$ cat config.mk
export PLATFORM = sky130hd
export DESIGN_NAME = sec_watchdog
export DESIGN_NICKNAME = d
export VERILOG_FILES = /design/src/rtl/sec_wdog_pkg.sv /design/src/rtl/sec_wdog_ctrl.sv /design/src/rtl/sec_wdog_dp.sv /design/src/rtl/sec_watchdog.sv
export SDC_FILE = /design/constraint.sdc
export NUM_CORES = 1
export LEC_CHECK = 0
export ABC_CLOCK_PERIOD_IN_PS = 5400
export BUFFER_PORTS_ARGS = -buffer_cell sky130_fd_sc_hd__buf_2
export CORE_MARGIN = 1
export CORE_UTILIZATION = 55
export CTS_CLUSTER_SIZE = 16
export DETAILED_ROUTE_END_ITERATION = 8
export PLACE_DENSITY = 0.8
export SLEW_MARGIN = 10
export SYNTH_ARGS = -nofsm -noshare
export SYNTH_HDL_FRONTEND = slang
export SYNTH_HIERARCHICAL = 1
export SYNTH_SLANG_ARGS = --single-unit
$ cat constraint.sdc
create_clock -name clk -period 5.4 [get_ports clk]
set_clock_uncertainty 0.1 [all_clocks]
set_input_delay 1.08 -clock clk [delete_from_list [all_inputs] [get_ports clk]]
set_output_delay 1.08 -clock clk [all_outputs]
set_load 0.01 [all_outputs]
$ cat src/rtl/sec_wdog_pkg.sv
package sec_wdog_pkg;

  // Register addresses; software decodes the flag at bit 6 of the status register.
  localparam int ADDR_STATUS = 1;
  localparam int ADDR_CFG    = 2;
  localparam int ADDR_COUNT  = 3;
  localparam int FLAG_BIT    = 6;

  // Strobes from control to datapath.
  typedef struct packed {
    logic load;     // load count from write data
    logic clear;    // clear count (status-read side effect)
    logic dec;      // decrement count by one
    logic flagSet;  // expiry
    logic flagClr;  // software clear of the flag
  } wdStrb_t;

endpackage

$ cat src/rtl/sec_wdog_ctrl.sv
module sec_wdog_ctrl
  import sec_wdog_pkg::*;
#(
  parameter int ADDR_W     = 2,
  parameter int RST_CYCLES = 4
) (
  input  logic              clk,
  input  logic              rstN,
  input  logic              regWrEn,
  input  logic              regRdEn,
  input  logic [ADDR_W-1:0] regAddr,
  input  logic [7:0]        regWrData,
  input  logic              tickIn,
  input  logic              countIsZero,
  input  logic              countIsOne,
  output wdStrb_t           strb,
  output logic [7:0]        cfgVal,
  output logic              resetOut
);

  localparam int PW = $clog2(RST_CYCLES + 1);

  logic       hitStatus, hitCfg, hitCount;
  logic       runEn;
  logic [7:0] cfgQ;
  logic [PW-1:0] pulseCnt;

  assign hitStatus = (regAddr == ADDR_W'(ADDR_STATUS));
  assign hitCfg    = (regAddr == ADDR_W'(ADDR_CFG));
  assign hitCount  = (regAddr == ADDR_W'(ADDR_COUNT));

  // Count only with watchdog+reset mode and the one-second source selected.
  assign runEn = (cfgQ[7:6] == 2'b11) && (cfgQ[1:0] == 2'b10);

  always_comb begin
    strb.load    = regWrEn && hitCount;
    strb.clear   = regRdEn && hitStatus && !strb.load;
    strb.dec     = tickIn && runEn && !countIsZero && !strb.load && !strb.clear;
    strb.flagSet = strb.dec && countIsOne;
    strb.flagClr = regWrEn && hitStatus && !regWrData[FLAG_BIT];
  end

  always_ff @(posedge clk or negedge rstN) begin
    if (!rstN) begin
      cfgQ <= '0;
    end else if (regWrEn && hitCfg) begin
      cfgQ <= regWrData;
    end
  end

  always_ff @(posedge clk or negedge rstN) begin
    if (!rstN) begin
      pulseCnt <= '0;
    end else if (strb.flagSet) begin
      pulseCnt <= PW'(RST_CYCLES);
    end else if (pulseCnt != '0) begin
      pulseCnt <= pulseCnt - 1'b1;
    end
  end

  assign cfgVal   = cfgQ;
  assign resetOut = (pulseCnt != '0);

endmodule

$ cat src/rtl/sec_wdog_dp.sv
module sec_wdog_dp
  import sec_wdog_pkg::*;
#(
  parameter int ADDR_W = 2,
  parameter int CNT_W  = 8
) (
  input  logic              clk,
  input  logic              rstN,
  input  wdStrb_t           strb,
  input  logic [CNT_W-1:0]  loadVal,
  input  logic [ADDR_W-1:0] regAddr,
  input  logic [7:0]        cfgVal,
  output logic [CNT_W-1:0]  countVal,
  output logic              countIsZero,
  output logic              countIsOne,
  output logic              wdFlag,
  output logic [7:0]        rdData
);

  logic [CNT_W-1:0] countQ;
  logic             flagQ;

  // Priority: load, then status-read clear, then decrement.
  always_ff @(posedge clk or negedge rstN) begin
    if (!rstN) begin
      countQ <= '0;
    end else if (strb.load) begin
      countQ <= loadVal;
    end else if (strb.clear) begin
      countQ <= '0;
    end else if (strb.dec) begin
      countQ <= countQ - 1'b1;
    end
  end

  // Expiry wins over a same-cycle software clear.
  always_ff @(posedge clk or negedge rstN) begin
    if (!rstN) begin
      flagQ <= 1'b0;
    end else if (strb.flagSet) begin
      flagQ <= 1'b1;
    end else if (strb.flagClr) begin
      flagQ <= 1'b0;
    end
  end

  assign countIsZero = (countQ == '0);
  assign countIsOne  = (countQ == CNT_W'(1));
  assign countVal    = countQ;
  assign wdFlag      = flagQ;

  always_comb begin
    rdData = '0;
    if (regAddr == ADDR_W'(ADDR_STATUS)) begin
      rdData[FLAG_BIT] = flagQ;
    end else if (regAddr == ADDR_W'(ADDR_CFG)) begin
      rdData = cfgVal;
    end else if (regAddr == ADDR_W'(ADDR_COUNT)) begin
      rdData = 8'(countQ);
    end
  end

endmodule

$ cat src/rtl/sec_watchdog.sv
module sec_watchdog
  import sec_wdog_pkg::*;
#(
  parameter int ADDR_W     = 2,
  parameter int CNT_W      = 8,
  parameter int RST_CYCLES = 4
) (
  input  logic              clk,
  input  logic              rstN,
  input  logic              regWrEn,
  input  logic              regRdEn,
  input  logic [ADDR_W-1:0] regAddr,
  input  logic [7:0]        regWrData,
  output logic [7:0]        regRdData,
  input  logic              tickIn,
  output logic              wdFlag,
  output logic              resetOut
);

  wdStrb_t          strb;
  logic [7:0]       cfgVal;
  logic [CNT_W-1:0] countVal;
  logic             countIsZero;
  logic             countIsOne;

  sec_wdog_ctrl #(
    .ADDR_W    (ADDR_W),
    .RST_CYCLES(RST_CYCLES)
  ) ctrl_i (
    .clk        (clk),
    .rstN       (rstN),
    .regWrEn    (regWrEn),
    .regRdEn    (regRdEn),
    .regAddr    (regAddr),
    .regWrData  (regWrData),
    .tickIn     (tickIn),
    .countIsZero(countIsZero),
    .countIsOne (countIsOne),
    .strb       (strb),
    .cfgVal     (cfgVal),
    .resetOut   (resetOut)
  );

  sec_wdog_dp #(
    .ADDR_W(ADDR_W),
    .CNT_W (CNT_W)
  ) dp_i (
    .clk        (clk),
    .rstN       (rstN),
    .strb       (strb),
    .loadVal    (CNT_W'(regWrData)),
    .regAddr    (regAddr),
    .cfgVal     (cfgVal),
    .countVal   (countVal),
    .countIsZero(countIsZero),
    .countIsOne (countIsOne),
    .wdFlag     (wdFlag),
    .rdData     (regRdData)
  );

endmodule

==> summary.md <==
| Metric | Value |
|---|---|
| Status | completed |
| Max_slew headroom | about two thirds |
| CTS Buffer Depth | 2 |
| Starting Density | 61.2% |
| Ratio of final minimum period to clock period | 59.0% |
| Data required, critical path | 5.50 ns |
| N_diodes | 0 |
| Pwr dens | 347 mW/mm^2 |
| DP Area | about 0.0014 mm^2 |
| Fmax | between 300 and 400 MHz |
| Synth-to-layout area growth | 15.5% |
| Sequential area share after synthesis | 40.1% |
| Die height | around 50 um |
| DR top layer | met4 |
| Startpoint types | primary input |
| Post-cts repair resize count | 0 |
| Via count | 1,033 |
| CP Class | in2reg |
| Cell Rows | 16 |
| Leak | about 0.7 nW |
| Htree depth | 1 |
| Drt first-iter violations | 18 |
| Top FF cell, synth | dfrtp_1 |
| Post-Synth Simple-Gate Area | 19.4% |
| Port-buffer cells | 24 |
| Layout Cell Area excl Fill | 0.00144 mm^2 |
| Pre-antenna DRT Iters | 4 |
| Routability-driven placement congestion ratio | 0.811 |
| Crit end category | register |
| Met2 WL post-DR | 1240 um |
| Largest net degree at the start of global routing | 21 |
| Cts bufs inserted | 3 |
| Hold crit path type | reg2reg |
| First-pass GRT wire length | 4420 um |
| Worst-path clk slew | between 0.1 and 0.15 ns |
| GR Util All Layers | between 20% and 30% |
| CP max stage cell | or4b_4 |
| Slowest stage delay, CP | 0.48 ns |
| Post-Synthesis Cell Area | 0.00125 mm^2 |
| Die Area | 0.00247 mm^2 |
| Die width | roughly 50 um |
| Reg2reg end | dp_i/countVal[5]$_DFFE_PN0P_ |
| Routed len/inst | approximately 15 um |
| Largest family of logic cells by synthesized area | simple AND/OR/NAND/NOR gates |
| Slew @ Worst Pin | roughly 0.52 ns |
| Remaining DRCs | 0 |
| R2R setup slack | 2.33 ns |
| Ys async rst share | 100% |
| Post-CTS Setup Bufs | 0 |
| RSZ-0062 raised after global routing | false |
| Vias in the first global route | 976 |
| Mapped Cells | ~120 |
| R2R Path Start | dp_i/countVal[0]$_DFFE_PN0P_ |
| Critical path buffers and inverters | 2 |
| # nets final | 164 |
| Vias per cell | about 6 |
| Worst vdd ir | ~250 uV |
| Antenna viol nets, final | 0 |
| Post-synthesis compound-gate area fraction | 14.0% |
| Mux cell area share after synthesis | about 15% |
| Final worst path period need | between 3 and 4 ns |
| Setup crit end | dp_i/countVal[5]$_DFFE_PN0P_ |
| Commonest non-fill, non-tap cells in the layout | buf_2 (24), dfrtp_1 (20), nand2_1 (9), mux2_2 (9), nor2b_1 (8) |
| DRT Wirelength | 2630 um |
| Final Hold Viols | 0 |
| Setup TNS | 0 ns |
| CP delay by family, top | compound AO/OA/AOI/OAI gates |
| Hold-fix buffers at CTS | 0 |
| Max-cap violations | 0 |
| FF-to-FF path depth | 9 |
| I/O pin total | 25 |
| Met3 WL | between 150 and 200 um |
| Critical path startpoint | regAddr[1] |
| CTS tree | built |
| XOR/XNOR share of the synthesized area | 2.81% |
| Synth Area in Adders | 5.01% |
| Worst path cell trace | buf_2, mux2_4, a2111oi_0, buf_4, or4b_4, o31a_1, a221o_1 |
| Synth Register Bits | 20 |
| Number of synthesis warnings | 6 |
| Mapped Nets | 138 |
| Cell count along the critical path | 7 |
| Clk root buf | clkbuf_4 |
| Crit path DAT | 3.29 ns |
| GRT Residual Overflow | 0 |
| Syn_area_per_cell | 10.6 um^2 |
| Most common cell after layout, fill and taps aside | buf_2 |
| Endpoints failing setup | 0 |
| Metal-1 WL | 1210 um |
| Clk_lat worst skew | approximately 0.30 ns |
| Core area | 0.00204 mm^2 |
| Layout cell share with drive strength beyond 1 | 30.1% |
| EDFF count, synth | 0 |
| Pins Over Slew Limit | 0 |
| Yosys cell types | 40 |
| HPWL after DPL | 1830 um |
| Crit-path max FO | 14 |
| CTS sink count | 20 |
| Antenna violations before repair | 0 |
| Hold path cells | 1 |
## state kept, by name, summed over array words and instances, names as in the netlist
name	count
dp_i/wdFlag	1
ctrl_i/pulseCnt	3
dp_i/countVal	8
ctrl_i/cfgVal	8
## power by group
| part | total (W) | switching [W] | internal [W] |
|---|---|---|---|
| clock network | 0.000122 | 0.0000470 | 0.0000750 |
| registers | 0.000221 | 0.0000358 | 0.000185 |
| logic | 0.000159 | 0.0000783 | 0.0000804 |
## layout make-up
class | count | area, um^2
multi-input cells | 87 | 702
repair buffers | 25 | 128
clock buffers | 3 | 22.5
well taps | 27 | 33.8
flip-flops and latches | 20 | 500
clock inverters | 1 | 30.0
inverters | 7 | 26.3
fillers | 172 | 599
## synthesized netlist by cell type, types with 3 or more instances
master / count / share of area [%]
nor3_1: 4 / 1.6
mux2i_1: 7 / 5.6
nand2_1: 9 / 2.7
inv_1: 7 / 2.1
nor2_1: 6 / 1.8
nor2b_1: 8 / 4.0
mux2_2: 9 / 8.1
dfrtp_1: 20 / 40
ha_1: 5 / 5.0
a22o_1: 4 / 2.8
or3_1: 3 / 1.5
## worst min-delay path by stage
stage / from / slack (ns) / end
final: dp_i/wdFlag$_DFFE_PN0P_ / 0.41 / dp_i/wdFlag$_DFFE_PN0P_
after floorplan: ctrl_i/cfgVal[2]$_DFFE_PN0P_ / 0.38 / ctrl_i/cfgVal[2]$_DFFE_PN0P_
after global routing: ctrl_i/cfgVal[5]$_DFFE_PN0P_ / 0.44 / ctrl_i/cfgVal[5]$_DFFE_PN0P_
after detailed placement: dp_i/wdFlag$_DFFE_PN0P_ / 0.39 / dp_i/wdFlag$_DFFE_PN0P_
after global placement: ctrl_i/cfgVal[3]$_DFFE_PN0P_ / 0.39 / ctrl_i/cfgVal[3]$_DFFE_PN0P_
after CTS: dp_i/wdFlag$_DFFE_PN0P_ / 0.41 / dp_i/wdFlag$_DFFE_PN0P_
## per-layer routing
metal	global-route usage, %	vias up
met5	0	-
met4	6.67	0
met3	5.25	2
met2	38.5	40
met1	31.2	505
li1	-	486
## worst register-to-register path, delay by kind of cell (launching register included)
kind,cells,cell delay (ns)
AO/OA/AOI/OAI,3,0.92
adder cells (fa/ha/maj),1,0.22
buffers and inverters,2,0.33
flip-flops,1,0.49
AND/OR/NAND/NOR,3,0.89
## stage by stage
step | std cells | hold WS, ns | power (W) | worst slack (ns) | util [%]
after floorplan | 118 | 0.379 | 0.000330 | 2.27 | -
after global placement | 166 | 0.387 | 0.000367 | 1.94 | 68.1
after detailed placement | 166 | 0.385 | 0.000377 | 1.90 | 68.1
after CTS | 170 | 0.412 | 0.000503 | 2.23 | 70.6
after global routing | 170 | 0.443 | 0.000532 | 2.17 | 70.6
final | 170 | 0.410 | 0.000501 | 2.21 | 70.6
## kinds of logic (layout without fill, tap and decap cells)
kind of cell               Yosys count  in the layout
AOI/OAI and AO/OA                   20             20
xor gates and xnor gates             4              4
DFF                                 20             20
buffers and inverters               11             36
adders and majority gates            5              5
muxes                               17             17
and+or+nand+nor                     41             41
(Power assumes the default switching activity.)
